--- config.mk ---
export PLATFORM = sky130hd
export DESIGN_NAME = fp_cmpsgn
export DESIGN_NICKNAME = d
export VERILOG_FILES = /design/src/rtl/fcs_pkg.sv /design/src/rtl/fcs_opdec.sv /design/src/rtl/fcs_order.sv /design/src/rtl/fcs_signop.sv /design/src/rtl/fp_cmpsgn.sv
export SDC_FILE = /design/constraint.sdc
export NUM_CORES = 1
export LEC_CHECK = 0
export ABC_AREA = 1
export BUFFER_PORTS_ARGS = -buffer_cell sky130_fd_sc_hd__buf_4
export CORE_MARGIN = 8
export CORE_UTILIZATION = 38
export DETAILED_ROUTE_END_ITERATION = 12
export PLACE_DENSITY = 0.74
export SYNTH_ARGS = -nofsm -noshare
export SYNTH_HDL_FRONTEND = slang
export SYNTH_HIERARCHICAL = 1
export SYNTH_SLANG_ARGS = --single-unit
--- constraint.sdc ---
create_clock -name clk -period 6.76 [get_ports clk]
set_input_delay 1.352 -clock clk [delete_from_list [all_inputs] [get_ports clk]]
set_output_delay 1.352 -clock clk [all_outputs]
set_load 0.005 [all_outputs]
--- src/rtl/fcs_pkg.sv ---
package fcs_pkg;

    typedef enum logic [2:0] {
        OP_EQ  = 3'd0,
        OP_NE  = 3'd1,
        OP_GT  = 3'd2,
        OP_GE  = 3'd3,
        OP_LT  = 3'd4,
        OP_LE  = 3'd5,
        OP_ABS = 3'd6,
        OP_NEG = 3'd7
    } fcs_op_e;

    // Decoded control: which relations make the test true, and sign action.
    typedef struct packed {
        logic is_cmp;
        logic take_eq;
        logic take_lt;
        logic take_gt;
        logic sign_clr;
        logic sign_inv;
    } fcs_ctrl_t;

    // Relation of A to B; exactly one bit set.
    typedef struct packed {
        logic eq;
        logic lt;
        logic gt;
    } fcs_rel_t;

    function automatic fcs_ctrl_t fcs_decode(fcs_op_e op);
        fcs_ctrl_t c;
        c = '0;
        c.is_cmp = 1'b1;
        case (op)
            OP_EQ:   c.take_eq = 1'b1;
            OP_NE:   begin c.take_lt = 1'b1; c.take_gt = 1'b1; end
            OP_GT:   c.take_gt = 1'b1;
            OP_GE:   begin c.take_gt = 1'b1; c.take_eq = 1'b1; end
            OP_LT:   c.take_lt = 1'b1;
            OP_LE:   begin c.take_lt = 1'b1; c.take_eq = 1'b1; end
            OP_ABS:  begin c.is_cmp = 1'b0; c.sign_clr = 1'b1; end
            default: begin c.is_cmp = 1'b0; c.sign_inv = 1'b1; end
        endcase
        return c;
    endfunction

    function automatic logic fcs_select(fcs_ctrl_t c, fcs_rel_t r);
        return (c.take_eq & r.eq) | (c.take_lt & r.lt) | (c.take_gt & r.gt);
    endfunction

endpackage

--- src/rtl/fcs_opdec.sv ---
module fcs_opdec
    import fcs_pkg::*;
(
    input  logic [2:0] opcode,
    output fcs_ctrl_t  ctrl
);
    always_comb begin
        ctrl = fcs_decode(fcs_op_e'(opcode));
    end
endmodule

--- src/rtl/fcs_order.sv ---
module fcs_order
    import fcs_pkg::*;
#(
    parameter int EXP_W = 5,
    parameter int MAN_W = 10
) (
    input  logic [EXP_W+MAN_W:0] a,
    input  logic [EXP_W+MAN_W:0] b,
    output fcs_rel_t             rel
);
    localparam int W     = 1 + EXP_W + MAN_W;
    localparam int MAG_W = EXP_W + MAN_W;

    logic             a_zero, b_zero;
    logic             a_neg, b_neg;
    logic [MAG_W-1:0] a_mag, b_mag;
    logic             mag_eq, mag_lt;

    always_comb begin
        a_zero = (a[W-2:MAN_W] == '0);
        b_zero = (b[W-2:MAN_W] == '0);
        // Zero-exponent values collapse to an unsigned zero.
        a_neg  = a[W-1] & ~a_zero;
        b_neg  = b[W-1] & ~b_zero;
        a_mag  = a_zero ? '0 : a[MAG_W-1:0];
        b_mag  = b_zero ? '0 : b[MAG_W-1:0];
        mag_eq = (a_mag == b_mag);
        mag_lt = (a_mag <  b_mag);

        rel = '0;
        if (a_neg != b_neg) begin
            rel.lt = a_neg;
            rel.gt = b_neg;
        end else if (mag_eq) begin
            rel.eq = 1'b1;
        end else if (a_neg) begin
            rel.lt = ~mag_lt;
            rel.gt = mag_lt;
        end else begin
            rel.lt = mag_lt;
            rel.gt = ~mag_lt;
        end
    end
endmodule

--- src/rtl/fcs_signop.sv ---
module fcs_signop
    import fcs_pkg::*;
#(
    parameter int EXP_W = 5,
    parameter int MAN_W = 10
) (
    input  logic [EXP_W+MAN_W:0] a,
    input  fcs_ctrl_t            ctrl,
    output logic [EXP_W+MAN_W:0] y
);
    localparam int W = 1 + EXP_W + MAN_W;

    logic new_sign;

    always_comb begin
        new_sign = (a[W-1] & ~ctrl.sign_clr) ^ ctrl.sign_inv;
        y        = {new_sign, a[W-2:0]};
    end
endmodule

--- src/rtl/fp_cmpsgn.sv ---
module fp_cmpsgn
    import fcs_pkg::*;
#(
    parameter int EXP_W = 5,
    parameter int MAN_W = 10
) (
    input  logic                  clk,
    input  logic                  rst,
    input  logic                  in_valid,
    input  logic [EXP_W+MAN_W:0]  op_a,
    input  logic [EXP_W+MAN_W:0]  op_b,
    input  logic [2:0]            opcode,
    output logic                  out_valid,
    output logic [EXP_W+MAN_W:0]  result
);
    localparam int W = 1 + EXP_W + MAN_W;

    fcs_ctrl_t    ctrl;
    fcs_rel_t     rel;
    logic [W-1:0] sign_word;
    logic [W-1:0] next_word;

    fcs_opdec u_dec (
        .opcode (opcode),
        .ctrl   (ctrl)
    );

    fcs_order #(.EXP_W(EXP_W), .MAN_W(MAN_W)) u_ord (
        .a   (op_a),
        .b   (op_b),
        .rel (rel)
    );

    fcs_signop #(.EXP_W(EXP_W), .MAN_W(MAN_W)) u_sgn (
        .a    (op_a),
        .ctrl (ctrl),
        .y    (sign_word)
    );

    always_comb begin
        if (ctrl.is_cmp) begin
            next_word    = '0;
            next_word[0] = fcs_select(ctrl, rel);
        end else begin
            next_word = sign_word;
        end
    end

    always_ff @(posedge clk) begin
        if (rst) begin
            out_valid <= 1'b0;
            result    <= '0;
        end else begin
            out_valid <= in_valid;
            if (in_valid) begin
                result <= next_word;
            end
        end
    end
endmodule

==> summary.txt, run 1 <==
Outcome
  – Outcome: finished clean

Synthesis
  – Dominant cells by area after synthesis: dfxtp_1, nand2_1, ha_1
  – Synth Area in Adders: between 10% and 20%
  – Top cell type's share of synthesized area: a little over a fifth
  – Synth Area in Simple Gates: 35.0%
  – Mux contribution to synthesized area: 0%
  – Synth unique cells: 22
  – Post-synthesis sequential area ratio: around 22%
  – Synth area leader: dfxtp_1
  – Yosys warnings: 6
  – Syn avg cell area: 6.55 sq um
  – Synthesized instance count: 239
  – Post-Syn Area: about 1600 sq um
  – Syn_nets: 292
  – Yosys reg bits: 17
  – Synth Area in Compound Gates: 9.50%
  – XOR/XNOR Fraction of Synth Area: 0%
  – Largest family of logic cells by synthesized area: simple AND/OR/NAND/NOR gates

Die
  – Die X: 80.2 um
  – Ports: 55
  – Die Y: 80.2 um
  – Die Footprint: 6430 sq um
  – Initial core utilization: 39.4%
  – Core ar.: between 3000 and 4000 sq um
  – Row count: 23

Power
  – Clock power share: 28.6%
  – Logic pwr share: 30.1%
  – Internal power: 181 uW
  – Sw frac: 28.8%
  – LEAKAGE: 0.00101 uW
  – P per Cell Area: 135 nW/um^2
  – Switching pwr: 73.0 uW
  – Worst VDD drop: 61.3 uV
  – Seq pwr share: 41.3%

Setup path
  – CP Cell Sequence: buf_4 > nor2_1 > nand3_1 > nand2_1 > inv_1 > ha_1 > nand2_1 > inv_1 > nand2_1 > nand2_1 > a21oi_1 > nand3_1 > nand3_1 > nand2_1 > nand2_1 > nand2_1 > o21ai_1 > a21oi_2
  – Data arrival, critical path: between 3000 and 4000 ps
  – CP Capture Type: flip-flop
  – Setup CP Type: primary input to flip-flop
  – Crit-path max FO: 11
  – Worst setup SP type: primary input
  – Worst Path Required: about 7000 ps
  – Critical Path Most Common Cell: nand2_1
  – Critical path's top delay family: simple AND/OR/NAND/NOR gates
  – Worst path buffer plus inverter count: 3
  – Worst path max stage delay: about 300 ps
  – Critical path's slowest cell: nand3_1

Route
  – Detail-routed via count per cell: 4.54
  – ANT nets after route: 0
  – Routed vias: 1448
  – # DRC: 0
  – WL/cell: 11.4 um
  – Pre-Repair DR Iteration Count: 4
  – Starting DRT DRC Count: 34
  – Routed WL: 3640 um

Cells and area
  – Layout cell share with drive strength beyond 1: 33.1%
  – NumNets Final: roughly 320
  – Fin util: 47.2%
  – Fillers: 421
  – Most common cell after layout, fill and taps aside: nand2_1
  – Most frequent cells in the layout: nand2_1, buf_4, nand3_1, inv_1, dfxtp_1
  – Number of diodes: 0
  – Fin area: 1870 sq um
  – Area Overhead vs Synth: 19.6%

Placed design
  – RD Place Congestion: 0.816
  – Port Buffer Count: 54
  – Hpwl dp: 3150 um
  – Area of placed instances: 1830 sq um
  – Post-Place Setup Slack: 3250 ps

Timing
  – Worst slew margin: 70.9%
  – Tcrit/Tclk final: 48.1%
  – Clock Skew: 0 ps
  – Final Max Slew Viols: 0
  – Post-route minimum period: 3250 ps
  – Worst-Margin Slew: 435 ps
  – Setup repair after global routing missed its margin: no
  – Final Hold Fails: 0
  – Final setup violation count: 0
  – Max Clk Rate: approximately 310 MHz
  – Setup TNS: 0 ps
  – Post-layout worst setup margin: 3510 ps

Clocking
  – H-tree depth: 1
  – CTS tree: yes
  – Max clock buf depth: 2
  – Clk Latency, worst-skew pair: 240 ps
  – Hold_buf cts: 0
  – CTS Sinks: 17
  – Resized Gates After CTS: 0
  – Setup repair bufs after CTS: 0
  – Inserted Clock Buffers: 3
  – Root Buffer: clkbuf_8
  – Clk pin slew, worst setup/hold paths: 60 ps

GRT
  – First-pass GRT wire length: roughly 5800 um
  – Tot GR Track Use: 10.9%
  – Vias in the first global route: 1359
  – Initial antenna violation count: 0
  – Overflow after GRT: 0
  – Largest net degree at the start of global routing: 19

Worst hold path
  – Type of the most critical hold path: flip-flop to flip-flop

Flow run
  – Max-cap violations: 0
-- area by class of cell --
cell class	instances	area, sq um	share of cell area [%]
clock buffers	4	45.0	2.40
multi-input cells	160	885	47.2
flip-flops and latches	17	340	18.2
well taps	50	62.6	3.34
inverters	34	135	7.21
repair buffers	54	405	21.6
-- cells in the mapped netlist --
cell type and n:
a21oi_1 13, a21oi_2 9, buf_12 1, buf_2 2
buf_4 18, buf_6 2, clkbuf_1 5, dfxtp_1 17
ha_1 15, inv_1 28, inv_2 5, inv_8 1
nand2_1 64, nand2_2 12, nand3_1 28, nand4_1 1
nor2_1 11, nor2_2 3, nor2_4 1, nor3_1 1
nor3_2 1, o21ai_1 1
-- power by group through the flow --
| stage | Clock, uW | Sequential (uW) | Combinational [uW] |
|---|---|---|---|
| finish | 72.7 | 105 | 76.3 |
| global route | 78.9 | 105 | 86.7 |
| CTS | 74.8 | 105 | 77.0 |
| detailed placement | 0 | 107 | 76.5 |
| global placement | 0 | 107 | 75.1 |
| floorplan | 0 | 107 | 54.8 |
-- per-stage QoR --
stage               power, uW  hold slack (ps)  std cells
global placement          182              456        315
detailed placement        184              459        315
floorplan                 162              460        239
global route              271              491        319
finish                    254              467        319
CTS                       257              469        319
-- registers in the layout, indices dropped and copies added (netlist names) --
register   cells
out_valid      1
result        16
-- per-layer routing --
| metal | vias up | routed length (um) | share of wire, % | track usage (%) |
|---|---|---|---|---|
| li1 | 790 | - | - | - |
| met1 | 612 | 1550 | 43 | 12.4 |
| met4 | 0 | 75 | 2.1 | 3.82 |
| met2 | 38 | 1870 | 51 | 19.9 |
| met3 | 8 | 144 | 4.0 | 1.45 |
| met5 | - | 0 | 0 | 0 |
-- path summary, 6_finish.rpt --
path / slack [ps] / cells past startpoint / end / from
hold / removal: 470 / 2 / result[13]$_SDFFE_PP0P_ / result[13]$_SDFFE_PP0P_
setup / recovery: 3510 / 18 / result[0]$_SDFFE_PP0P_ / op_a[14]
setup reg to reg: 6100 / 2 / result[11]$_SDFFE_PP0P_ / result[11]$_SDFFE_PP0P_
hold reg to reg: 470 / 2 / result[13]$_SDFFE_PP0P_ / result[13]$_SDFFE_PP0P_
-- tightest hold or removal path: stages, from the launching register on --
cell     delay [ps]
dfxtp_1         310
nand2_1          60
a21oi_1          50
-- cell families after synthesis --
logic type / after synthesis
buffers and inverters: 62
DFF: 17
AOI/OAI and AO/OA: 23
and+or+nand+nor: 122
adders and majority gates: 15
Power figures use the tool's default switching activity.
==> inputs of run 2 (changes only) <==
- clock period: 6.76 -> 3.1 ns (I/O delays scaled with it)
==> run 2 against run 1 <==
Register-to-register slack lost 3700 ps. Cell count unchanged. Clock power grew 120%. Combinational power is 120% higher. First-iteration DRC count rose to 2.7 times the previous value. Non-clock buffer count unchanged. Largest power group unchanged.
==> summary.txt, run 2 (synthesis gave the netlist of run 1 again) <==
Outcome
  – Outcome: finished clean

Die
  – Die X: 80.2 um
  – Row count: 23
  – Die Footprint: 6430 sq um
  – Die Y: 80.2 um
  – Initial core utilization: between 30% and 40%
  – Ports: 55
  – Core ar.: around 4000 sq um

Cells and area
  – Largest Register: result
  – Biggest regs: result (16), out_valid (1)
  – Max FFs per register: 16
  – NumNets Final: about 320
  – Most frequent cells in the layout: nand2_1, buf_4, nand3_1, inv_1, dfxtp_1
  – Multi-input logic area: a little under 900 sq um
  – Layout cell share with drive strength beyond 1: around a third
  – Area Overhead vs Synth: 19.6%
  – Number of diodes: 0
  – Fillers: 416
  – Register area: 340 sq um
  – Most common cell after layout, fill and taps aside: nand2_1

Route
  – Detail-routed via count per cell: 4.51
  – ANT nets after route: 0
  – # DRC: 0
  – Routed vias: around 1400
  – WL/cell: 11.6 um
  – Starting DRT DRC Count: 92
  – Pre-Repair DR Iteration Count: 4
  – Routed WL: around 3700 um

GRT
  – Tot GR Track Use: 10.9%
  – First-pass GRT wire length: 5810 um
  – Vias in the first global route: 1346
  – Largest net degree at the start of global routing: 19
  – Overflow after GRT: 0
  – Initial antenna violation count: 0

Clocking
  – Resized Gates After CTS: 0
  – Clk Latency, worst-skew pair: 240 ps
  – Hold_buf cts: 0
  – CTS Sinks: 17
  – H-tree depth: 1
  – Inserted Clock Buffers: 3
  – CTS tree: yes
  – Max clock buf depth: 2
  – Clk pin slew, worst setup/hold paths: approximately 60 ps
  – Setup repair bufs after CTS: 0
  – Root Buffer: clkbuf_8

Power
  – Total power: around 560 uW
  – Clock power share: 28.9%
  – Worst VDD drop: 140 uV
  – Seq pwr share: between 40% and 50%
  – P per Cell Area: 297 nW/um^2
  – LEAKAGE: 0.00101 uW
  – Logic pwr share: a little under a third
  – Internal power: 394 uW
  – Switching pwr: 162 uW
  – Sw frac: 29.2%

Timing
  – Worst slew margin: 69.8%
  – Final Hold Fails: 0
  – Post-layout worst setup margin: 568 ps
  – Max Clk Rate: 395 MHz
  – Worst-Margin Slew: 451 ps
  – Tcrit/Tclk final: 81.7%
  – Post-route minimum period: 2530 ps
  – Setup repair after global routing missed its margin: no
  – Clock Skew: 0 ps
  – Final Max Slew Viols: 0
  – Setup TNS: 0 ps
  – Final setup violation count: 0

Placed design
  – Port Buffer Count: 54
  – Post-Place Setup Slack: 322 ps
  – Hpwl dp: 3160 um
  – RD Place Congestion: slightly above 0.8

Setup path
  – Worst setup SP type: primary input
  – Worst Path Required: around 3200 ps
  – Data arrival, critical path: about 2700 ps
  – Setup CP Type: primary input to flip-flop
  – Crit-path max FO: 11
  – CP Capture Type: flip-flop

Flow run
  – Max-cap violations: 0

Worst hold path
  – Type of the most critical hold path: flip-flop to flip-flop
## run 2: cell counts in the layout (fill, tap and decap cells not counted)
No cell type changed its count.
## run 2: metal layers
| layer | vias to the layer above | part of all wire (%) | wire (um) | track usage, % |
|---|---|---|---|---|
| met2 | 33 | 51 | 1880 | 19.6 |
| met5 | - | 0 | 0 | 0 |
| met3 | 6 | 4.3 | 157 | 2.12 |
| li1 | 786 | - | - | - |
| met4 | 0 | 1.9 | 71 | 4.18 |
| met1 | 614 | 43 | 1580 | 12.2 |
## run 2: per-stage QoR
step	hold WS (ps)	instance area, sq um	std cells	utilization (%)
after floorplan	460	1570	239	-
after global placement	456	1830	315	46.0
after detailed placement	459	1830	315	46.0
after CTS	469	1870	319	47.2
after global routing	490	1870	319	47.2
final	469	1870	319	47.2
## run 2: power groups by stage
stage	clock network, uW	registers (uW)	logic (uW)
after floorplan	0	234	119
after global placement	0	233	164
after detailed placement	0	233	167
after CTS	163	229	168
after global routing	173	229	190
final	161	229	167
## run 2: cell type report
type / count / share of cell area [%]
multi-input combinational: 160 / 47.2
inverter: 34 / 7.21
clock buffer: 4 / 2.40
sequential: 17 / 18.2
tap: 50 / 3.34
timing repair buffer: 54 / 21.6
## run 2: critical path, stage by stage
cell,delay (ps)
buf_4,120
nor2_1,90
nand3_1,300
nand2_1,160
inv_1,60
ha_1,290
nand2_1,60
inv_1,50
nand2_1,60
nand2_1,50
a21oi_1,230
nand3_1,110
nand3_1,90
nand2_1,50
nand2_1,50
nand2_1,40
o21ai_1,150
a21oi_2,70
## run 2: worst paths after layout
path	from	to	slack [ps]	depth (start not counted)
max	op_a[14]	result[0]$_SDFFE_PP0P_	570	18
min	result[13]$_SDFFE_PP0P_	result[13]$_SDFFE_PP0P_	470	2
max reg2reg	result[11]$_SDFFE_PP0P_	result[11]$_SDFFE_PP0P_	2440	2
min reg2reg	result[13]$_SDFFE_PP0P_	result[13]$_SDFFE_PP0P_	470	2
==> inputs of run 3 (changes only) <==
- clock period: 3.1 -> 2.4 ns (I/O delays scaled with it)
==> run 3 against run 2 <==
First-iteration DRC count down 3.3%. Clock skew unchanged. Utilization up 1.6 points. Non-clock buffer count up 7. Critical path depth up 1. Global-route usage up 0.75 points. Sequential share of layout area down 0.61 points. Sequential cell count unchanged. Worst setup slack worse by 350 ps.
==> summary.txt, run 3 (synthesis gave the netlist of run 1 again) <==
Timing
  – Worst slew margin: 84.7%
  – Final Max Slew Viols: 0
  – Final Hold Fails: 0
  – Worst-Margin Slew: 229 ps
  – Clock Skew: 0 ps
  – Post-layout worst setup margin: 217 ps
  – Tcrit/Tclk final: roughly 90%
  – Post-route minimum period: 2180 ps
  – Max Clk Rate: 458 MHz
  – Final setup violation count: 0

Setup path
  – Setup CP Type: primary input to flip-flop
  – Reg2reg start: result[0]$_SDFFE_PP0P_
  – Data arrival, critical path: between 2000 and 2500 ps
  – Worst Path Required: 2530 ps
  – Critical path launch point: op_a[14]
  – Worst setup SP type: primary input
  – Reg2Reg Depth: 2
  – Crit-path max FO: 11
  – CP Capture Type: flip-flop

Cells and area
  – Layout cell share with drive strength beyond 1: 35.9%
  – Fillers: 429
  – Most frequent cells in the layout: nand2_1, buf_4, nand3_1, inv_1, dfxtp_1
  – NumNets Final: 330
  – Biggest regs: result (16), out_valid (1)
  – Area Overhead vs Synth: 23.7%
  – Max FFs per register: 16
  – Multi-input logic area: slightly below 900 sq um
  – Number of diodes: 0
  – Cell Count, Final, Fillers Out: 326
  – Largest Register: result
  – Register area: 340 sq um
  – Most common cell after layout, fill and taps aside: nand2_1

Die
  – Die Footprint: 6430 sq um
  – Die X: between 80 and 90 um
  – Core ar.: 3970 sq um
  – Row count: 23
  – Die Y: 80.2 um
  – Initial core utilization: roughly two fifths
  – Ports: 55

Clocking
  – H-tree depth: 1
  – Max clock buf depth: 2
  – Clk Latency, worst-skew pair: 240 ps
  – Clk pin slew, worst setup/hold paths: 60 ps
  – Resized Gates After CTS: 0
  – Setup repair bufs after CTS: 0
  – Inserted Clock Buffers: 3
  – Hold_buf cts: 0
  – CTS Sinks: 17
  – CTS tree: yes
  – Root Buffer: clkbuf_8

Worst hold path
  – Worst hold path depth: 2
  – Type of the most critical hold path: flip-flop to flip-flop
  – Hold path startpoint: result[13]$_SDFFE_PP0P_

GRT
  – Largest net degree at the start of global routing: 19
  – Vias in the first global route: 1452
  – Tot GR Track Use: between 10% and 20%
  – Initial antenna violation count: 0
  – First-pass GRT wire length: 6200 um
  – Overflow after GRT: 0

Route
  – # DRC: 0
  – ANT nets after route: 0
  – Routed WL: 3710 um
  – Detail-routed via count per cell: 4.50
  – WL/cell: between 10 and 15 um
  – Pre-Repair DR Iteration Count: 6
  – Starting DRT DRC Count: 89
  – Routed vias: 1466

Outcome
  – Outcome: finished clean

Placed design
  – Post-Place Setup Slack: -75.3 ps
  – Placed insts: around 320
  – Port Buffer Count: 54
  – RD Place Congestion: about 0.8
  – Hpwl dp: 3160 um

Power
  – Worst VDD drop: 161 uV
  – Total power: approximately 730 uW
  – LEAKAGE: 0.00104 uW
  – P per Cell Area: 376 nW/um^2

Flow run
  – Max-cap violations: 0
run 3: critical path, stage by stage:
cell     delay [ps]
buf_4           110
nor2_1           90
nand3_1         100
buf_6           150
nand2_1          70
inv_1            40
ha_1            310
nand2_2          90
inv_1            40
a21oi_1         130
nand2_1          90
nand2_2          70
nand3_1          70
nand3_1          90
nand2_1          50
nand2_1          50
nand2_1          60
o21ai_2         150
a21oi_2          60
run 3: routing by layer:
| metal | vias to the layer above | track usage [%] | part of all wire, % |
|---|---|---|---|
| met4 | 0 | 4.36 | 1.1 |
| met5 | - | 0 | 0 |
| li1 | 803 | - | - |
| met1 | 633 | 13.4 | 42 |
| met2 | 26 | 21.4 | 53 |
| met3 | 4 | 1.23 | 3.9 |
run 3: cell type report:
cell class              count  area share [%]
clock buffers               4            2.32
inverters                  34            6.97
multi-input cells         160            46.1
flip-flops and latches     17            17.6
well taps                  50            3.23
repair buffers             61            23.8
run 3: metrics by stage:
| step | util (%) | setup TNS, ps | hold slack [ps] | cell area [sq um] |
|---|---|---|---|---|
| 6_report | 48.8 | 0 | 464 | 1940 |
| 5_1_grt | 48.8 | -5.96 | 483 | 1940 |
| 4_1_cts | 48.5 | 0 | 465 | 1930 |
| 3_3_place_gp | 47.4 | -29.7 | 455 | 1880 |
| 2_1_floorplan | - | 0 | 460 | 1570 |
| 3_5_place_dp | 47.4 | -75.3 | 456 | 1880 |
run 3: where the power goes:
part | switching, uW | internal, uW
clock network | 90.7 | 118
registers | 4.96 | 290
logic | 117 | 109
run 3: path summary, 6_finish.rpt:
path                                                 to  slack, ps
worst max-delay path             result[0]$_SDFFE_PP0P_        220
worst min-delay path            result[13]$_SDFFE_PP0P_        460
worst min register to register  result[13]$_SDFFE_PP0P_        460
worst max register to register   result[0]$_SDFFE_PP0P_       1770
